--- config.mk ---
export PLATFORM = sky130hd
export DESIGN_NAME = bus_mini_cpu
export DESIGN_NICKNAME = d
export VERILOG_FILES = /design/src/rtl/bmc_pkg.sv /design/src/rtl/bmc_alu.sv /design/src/rtl/bmc_dec.sv /design/src/rtl/bmc_ctrl.sv /design/src/rtl/bus_mini_cpu.sv
export SDC_FILE = /design/constraint.sdc
export NUM_CORES = 1
export LEC_CHECK = 0
export BUFFER_PORTS_ARGS = -buffer_cell sky130_fd_sc_hd__buf_2
export CAP_MARGIN = 5
export CORE_MARGIN = 8
export CORE_UTILIZATION = 40
export CTS_CLUSTER_DIAMETER = 100
export DETAILED_ROUTE_END_ITERATION = 12
export GPL_TIMING_DRIVEN = 1
export HOLD_SLACK_MARGIN = 0.1
export MAX_ROUTING_LAYER = met4
export SYNTH_ARGS = -nofsm -noshare
export SYNTH_HDL_FRONTEND = slang
export SYNTH_HIERARCHICAL = 1
export SYNTH_SLANG_ARGS = --single-unit
--- constraint.sdc ---
create_clock -name clk -period 13.3 [get_ports clk]
set_input_delay 2.66 -clock clk [delete_from_list [all_inputs] [get_ports clk]]
set_output_delay 2.66 -clock clk [all_outputs]
set_load 0.005 [all_outputs]
--- src/rtl/bmc_pkg.sv ---
package bmc_pkg;

   typedef enum logic [1:0] {
      ST_IDLE,
      ST_EXEC,
      ST_OPER,
      ST_WB
   } state_e;

   typedef enum logic [2:0] {
      OP_LOAD = 3'b000,
      OP_MOVE = 3'b001,
      OP_ADD  = 3'b010,
      OP_SUB  = 3'b011,
      OP_NOT  = 3'b100,
      OP_AND  = 3'b101,
      OP_OR   = 3'b110,
      OP_XOR  = 3'b111
   } opcode_e;

   typedef enum logic [3:0] {
      ALU_PASS_A = 4'b0000,
      ALU_INC_A  = 4'b0001,
      ALU_DEC_A  = 4'b0010,
      ALU_PASS_B = 4'b0011,
      ALU_INC_B  = 4'b0100,
      ALU_DEC_B  = 4'b0101,
      ALU_ADD    = 4'b0110,
      ALU_SUB    = 4'b0111,
      ALU_NOT_A  = 4'b1000,
      ALU_NOT_B  = 4'b1001,
      ALU_AND    = 4'b1010,
      ALU_OR     = 4'b1011,
      ALU_NAND   = 4'b1100,
      ALU_NOR    = 4'b1101,
      ALU_XOR    = 4'b1110,
      ALU_XNOR   = 4'b1111
   } alu_op_e;

   typedef struct packed {
      logic    wr_en;    // write the Rx register from the bus
      logic    rd_en;    // drive a register onto the bus
      logic    rd_ry;    // read select: 1 = Ry field, 0 = Rx field
      logic    ext_drv;  // external data drives the bus
      logic    g_drv;    // G drives the bus
      logic    a_ld;     // load A from the bus
      logic    g_ld;     // load G from the ALU
      logic    done;
      alu_op_e alu_op;
   } ctrl_t;

endpackage

--- src/rtl/bmc_alu.sv ---
module bmc_alu
   import bmc_pkg::*;
#(
   parameter int DW = 8
) (
   input  logic [DW-1:0] a_i,
   input  logic [DW-1:0] b_i,
   input  alu_op_e       op_i,
   output logic [DW-1:0] y_o
);

   localparam logic [DW-1:0] ONE = DW'(1);

   always_comb begin
      unique case (op_i)
         ALU_PASS_A: y_o = a_i;
         ALU_INC_A:  y_o = a_i + ONE;
         ALU_DEC_A:  y_o = a_i - ONE;
         ALU_PASS_B: y_o = b_i;
         ALU_INC_B:  y_o = b_i + ONE;
         ALU_DEC_B:  y_o = b_i - ONE;
         ALU_ADD:    y_o = a_i + b_i;
         ALU_SUB:    y_o = a_i - b_i;
         ALU_NOT_A:  y_o = ~a_i;
         ALU_NOT_B:  y_o = ~b_i;
         ALU_AND:    y_o = a_i & b_i;
         ALU_OR:     y_o = a_i | b_i;
         ALU_NAND:   y_o = ~(a_i & b_i);
         ALU_NOR:    y_o = ~(a_i | b_i);
         ALU_XOR:    y_o = a_i ^ b_i;
         ALU_XNOR:   y_o = ~(a_i ^ b_i);
         default:    y_o = a_i;
      endcase
   end

endmodule

--- src/rtl/bmc_dec.sv ---
module bmc_dec #(
   parameter int SEL_W = 2
) (
   input  logic                en_i,
   input  logic [SEL_W-1:0]    sel_i,
   output logic [2**SEL_W-1:0] hot_o
);

   localparam int N_OUT = 2**SEL_W;

   for (genvar i = 0; i < N_OUT; i++) begin : g_out
      assign hot_o[i] = en_i && (sel_i == SEL_W'(i));
   end

endmodule

--- src/rtl/bmc_ctrl.sv ---
module bmc_ctrl
   import bmc_pkg::*;
#(
   parameter int RSEL_W = 2
) (
   input  logic                  clk,
   input  logic                  rst_n,
   input  logic                  start_i,
   input  logic [2*RSEL_W+2:0]   instr_i,
   output ctrl_t                 ctl_o,
   output logic [RSEL_W-1:0]     rx_o,
   output logic [RSEL_W-1:0]     ry_o,
   output logic                  busy_o,
   output logic [2*RSEL_W+2:0]   ir_o
);

   localparam int IW = 2*RSEL_W + 3;

   state_e          state_q;
   logic [IW-1:0]   ir_q;
   opcode_e         opc;

   assign opc    = opcode_e'(ir_q[IW-1 -: 3]);
   assign rx_o   = ir_q[RSEL_W-1:0];
   assign ry_o   = ir_q[2*RSEL_W-1:RSEL_W];
   assign busy_o = (state_q != ST_IDLE);
   assign ir_o   = ir_q;

   always_ff @(posedge clk or negedge rst_n) begin
      if (!rst_n) begin
         state_q <= ST_IDLE;
         ir_q    <= '0;
      end else begin
         unique case (state_q)
            ST_IDLE: if (start_i) begin
               ir_q    <= instr_i;
               state_q <= ST_EXEC;
            end
            ST_EXEC: state_q <= (opc == OP_LOAD || opc == OP_MOVE) ? ST_IDLE : ST_OPER;
            ST_OPER: state_q <= ST_WB;
            ST_WB:   state_q <= ST_IDLE;
            default: state_q <= ST_IDLE;
         endcase
      end
   end

   function automatic alu_op_e alu_map(opcode_e o);
      unique case (o)
         OP_ADD:  return ALU_ADD;
         OP_SUB:  return ALU_SUB;
         OP_NOT:  return ALU_NOT_A;
         OP_AND:  return ALU_AND;
         OP_OR:   return ALU_OR;
         OP_XOR:  return ALU_XOR;
         default: return ALU_PASS_A;
      endcase
   endfunction

   always_comb begin
      ctl_o = '0;
      unique case (state_q)
         ST_EXEC: begin
            if (opc == OP_LOAD) begin
               ctl_o.ext_drv = 1'b1;
               ctl_o.wr_en   = 1'b1;
               ctl_o.done    = 1'b1;
            end else if (opc == OP_MOVE) begin
               ctl_o.rd_en   = 1'b1;
               ctl_o.rd_ry   = 1'b1;
               ctl_o.wr_en   = 1'b1;
               ctl_o.done    = 1'b1;
            end else begin
               ctl_o.rd_en   = 1'b1;
               ctl_o.a_ld    = 1'b1;
            end
         end
         ST_OPER: begin
            ctl_o.g_ld   = 1'b1;
            ctl_o.alu_op = alu_map(opc);
            if (opc != OP_NOT) begin
               ctl_o.rd_en = 1'b1;
               ctl_o.rd_ry = 1'b1;
            end
         end
         ST_WB: begin
            ctl_o.g_drv = 1'b1;
            ctl_o.wr_en = 1'b1;
            ctl_o.done  = 1'b1;
         end
         default: ;
      endcase
   end

endmodule

--- src/rtl/bus_mini_cpu.sv ---
module bus_mini_cpu
   import bmc_pkg::*;
#(
   parameter int DW     = 8,
   parameter int RSEL_W = 2
) (
   input  logic                clk,
   input  logic                rst_n,
   input  logic                start_i,
   input  logic [2*RSEL_W+2:0] instr_i,
   input  logic [DW-1:0]       ext_data_i,
   output logic                done_o,
   output logic [DW-1:0]       bus_o
);

   localparam int NREG = 2**RSEL_W;
   localparam int IW   = 2*RSEL_W + 3;

   if (DW < 1) begin : g_bad_dw
      $error("bus_mini_cpu: DW must be at least 1");
   end
   if (RSEL_W < 1 || RSEL_W > 4) begin : g_bad_rsel
      $error("bus_mini_cpu: RSEL_W must be 1 to 4");
   end

   ctrl_t               ctl;
   logic [RSEL_W-1:0]   rx, ry, rd_idx;
   logic                busy;
   logic [IW-1:0]       ir;
   logic [NREG-1:0]     wr_sel, rd_sel;
   logic [DW-1:0]       rf_q [NREG];
   logic [DW-1:0]       a_q, g_q, alu_y, rf_bus, bus;

   bmc_ctrl #(.RSEL_W(RSEL_W)) u_ctrl (
      .clk     (clk),
      .rst_n   (rst_n),
      .start_i (start_i),
      .instr_i (instr_i),
      .ctl_o   (ctl),
      .rx_o    (rx),
      .ry_o    (ry),
      .busy_o  (busy),
      .ir_o    (ir)
   );

   assign rd_idx = ctl.rd_ry ? ry : rx;

   bmc_dec #(.SEL_W(RSEL_W)) u_wr_dec (
      .en_i  (ctl.wr_en),
      .sel_i (rx),
      .hot_o (wr_sel)
   );

   bmc_dec #(.SEL_W(RSEL_W)) u_rd_dec (
      .en_i  (ctl.rd_en),
      .sel_i (rd_idx),
      .hot_o (rd_sel)
   );

   always_comb begin
      rf_bus = '0;
      for (int i = 0; i < NREG; i++) begin
         if (rd_sel[i]) rf_bus = rf_bus | rf_q[i];
      end
   end

   always_comb begin
      if (ctl.ext_drv)    bus = ext_data_i;
      else if (ctl.g_drv) bus = g_q;
      else                bus = rf_bus;
   end

   always_ff @(posedge clk or negedge rst_n) begin
      if (!rst_n) begin
         for (int i = 0; i < NREG; i++) rf_q[i] <= '0;
      end else begin
         for (int i = 0; i < NREG; i++) begin
            if (wr_sel[i]) rf_q[i] <= bus;
         end
      end
   end

   bmc_alu #(.DW(DW)) u_alu (
      .a_i  (a_q),
      .b_i  (bus),
      .op_i (ctl.alu_op),
      .y_o  (alu_y)
   );

   always_ff @(posedge clk or negedge rst_n) begin
      if (!rst_n) begin
         a_q <= '0;
         g_q <= '0;
      end else begin
         if (ctl.a_ld) a_q <= bus;
         if (ctl.g_ld) g_q <= alu_y;
      end
   end

   assign done_o = ctl.done;
   assign bus_o  = bus;

endmodule

==> impl_metrics.py <==
metrics = {
    "outcome": {
        "status": "finished clean",
    },
    "setup_path": {
        "critPathKind": "register to primary output",
        "cp-end-kind": "primary output",
        "worstPathArrival_ps": 4190,
        "required_ps": 10640,
        "worstPathMaxFanout": 15,
        "reg2regPathDepth": 22,
        "cp-start-kind": "register",
    },
    "power": {
        "leakagePower_uw": 0.00238,
        "cellPowerDensity_nw_per_um2": 240,
        "ir_worst_vdd_uv": 115,
    },
    "route": {
        "vias": 4711,
        "via_per_inst": 5.84,
        "dr.pass1.iters": 5,
        "first_iter_violations": 553,
        "final_antenna_net_count": 0,
        "drt_drc_violations_left": 0,
        "routed_wl_um": 14000,
        "post_drt_wl_per_cell_um": 17.4,
    },
    "hold_path": {
        "hp-class": "register to register",
        "whs_path_depth": 1,
    },
    "floorplan": {
        "num_rows": 41,
        "initial_core_util_pct": 41.1,
        "core-area_um2": 12700,
        "die_x_um": 130,
        "pin_count": 27,
        "chipHeight_um": 130,
        "dieArea_um2": 16900,
    },
    "sta": {
        "slew_headroom_pct": 25.3,
        "setup_viol": 0,
        "drv_slew": 0,
        "max_freq_ghz": 0.146,
        "rsz0062_at_grt": "false",
        "fin_crit_sh_pct": 51.5,
        "hold_violations": 0,
        "period_needed_ps": 6850,
        "finClkSkew_ps": 3.96,
        "setup_tns_ps": 0,
        "worstMarginPinSlew_ps": 1120,
    },
    "flow_run": {
        "max_cap_violations": 0,
    },
    "global_route": {
        "grt_usage_pct": 17.7,
        "grt_start_max_net_pins": 58,
        "grt_pass1_wl_um": 23000,
        "grt_antenna_before_repair": 0,
        "overflow": 0,
        "grt_pass1_vias": 4499,
    },
    "logic_synthesis": {
        "syn-num-nets": 698,
        "syn-instance-count": 642,
        "syn_area_um2": 5210,
        "syn_avg_cell_area_um2": 8.11,
        "ys_warn_count": 6,
    },
    "clocking": {
        "cts_sinks": 57,
        "post_cts_buffers": 0,
        "clk_path_buf_depth": 2,
        "cts_tree": "built",
        "clock_latency_ps": 330,
        "clkTransAtPathRegs_ps": 50,
        "cts_buffers": 9,
        "htree_levels": 3,
        "cts_resized": 0,
        "root_buffer": "clkbuf_16",
        "cts_hold_buf": 0,
    },
    "cells_and_area": {
        "diodes": 0,
        "fill_cells": 1273,
        "fin_nets": 688,
        "final_util_pct": 44.2,
        "syn2layout_area_growth_pct": 7.47,
        "drive_gt1_share_pct": 14.5,
        "finalInstanceArea_um2": 5600,
    },
    "place": {
        "hpwl_um": 9990,
        "io_buffer_count": 26,
        "dpl_cell_area_um2": 5330,
        "place_congestion": 0.951,
    },
}
## placed cells by master, fill, tap and decap left out, types with 3 or more instances in the layout
cell type,n
a211oi_1,6
a21o_1,5
a21oi_1,41
a221oi_1,3
a22oi_1,19
a31oi_1,11
and3_1,12
and3b_1,4
buf_2,26
buf_4,9
clkbuf_1,3
clkbuf_16,9
dfrtp_1,57
ha_1,36
inv_1,65
mux2_2,17
mux2i_1,6
nand2_1,29
nand2b_1,17
nand3_1,42
nor2_1,41
nor3_1,17
nor3b_1,5
nor4_1,3
o211ai_1,4
o21ai_0,17
o21bai_1,3
o22ai_1,44
o32ai_1,4
or3_1,3
or3b_1,7
or4b_2,3
xnor2_1,11
xor2_1,4
## area by class of cell
cell class              count  area, um^2  area share, %
clock buffers              14         264           4.72
repair buffers             35         198           3.53
inverters                  65         244           4.36
flip-flops and latches     57        1430           25.5
well taps                 172         215           3.85
multi-input cells         464        3250           58.1
## state kept, by name, indices dropped and copies added, names as in the netlist, named ones only
name	cells
u_ctrl/state_q	1
u_ctrl/ir_o	7
a_q	8
g_q	8
rf_q	32
## per-stage QoR
step	hold slack, ps	cells	worst slack, ps	power [uW]
finish	507	807	6450	1340
global route	527	807	6230	1460
CTS	506	807	6410	1340
detailed placement	494	793	6680	1130
global placement	490	793	6710	1110
floorplan	474	642	7170	945
## per-layer routing
metal | share of wire, % | global-route usage [%] | vias to the layer above
met5 | 0 | - | -
met4 | 2.3 | 7.45 | 0
met3 | 5.3 | 2.82 | 24
met2 | 46 | 27.2 | 150
met1 | 47 | 22.6 | 2259
li1 | - | - | 2278
## worst paths after layout
check,slack [ps],to,startpoint
min in group asynchronous,2470,u_ctrl/ir_o[0],rst_n
min,510,g_q[0],g_q[0]
max reg2reg,6970,g_q[7],u_ctrl/state_q[0]
min reg2reg,510,g_q[0],g_q[0]
max in group asynchronous,10330,rf_q[21],rst_n
max,6450,bus_o[5],u_ctrl/state_q[0]
## report_power, final
group / internal, uW / switching, uW
logic: 336 / 498
clock network: 134 / 70.4
registers: 244 / 61.8
## worst max-delay path, cell delays in order, from the launching register on
cell and delay [ps]:
dfrtp_1 400, inv_1 160, ha_1 560, a21boi_0 260, o21a_1 170, mux2_2 370, nor3b_2 640, a21oi_1 140
and3_1 270, nor2_1 620, buf_2 250
Power figures use the tool's default switching activity.
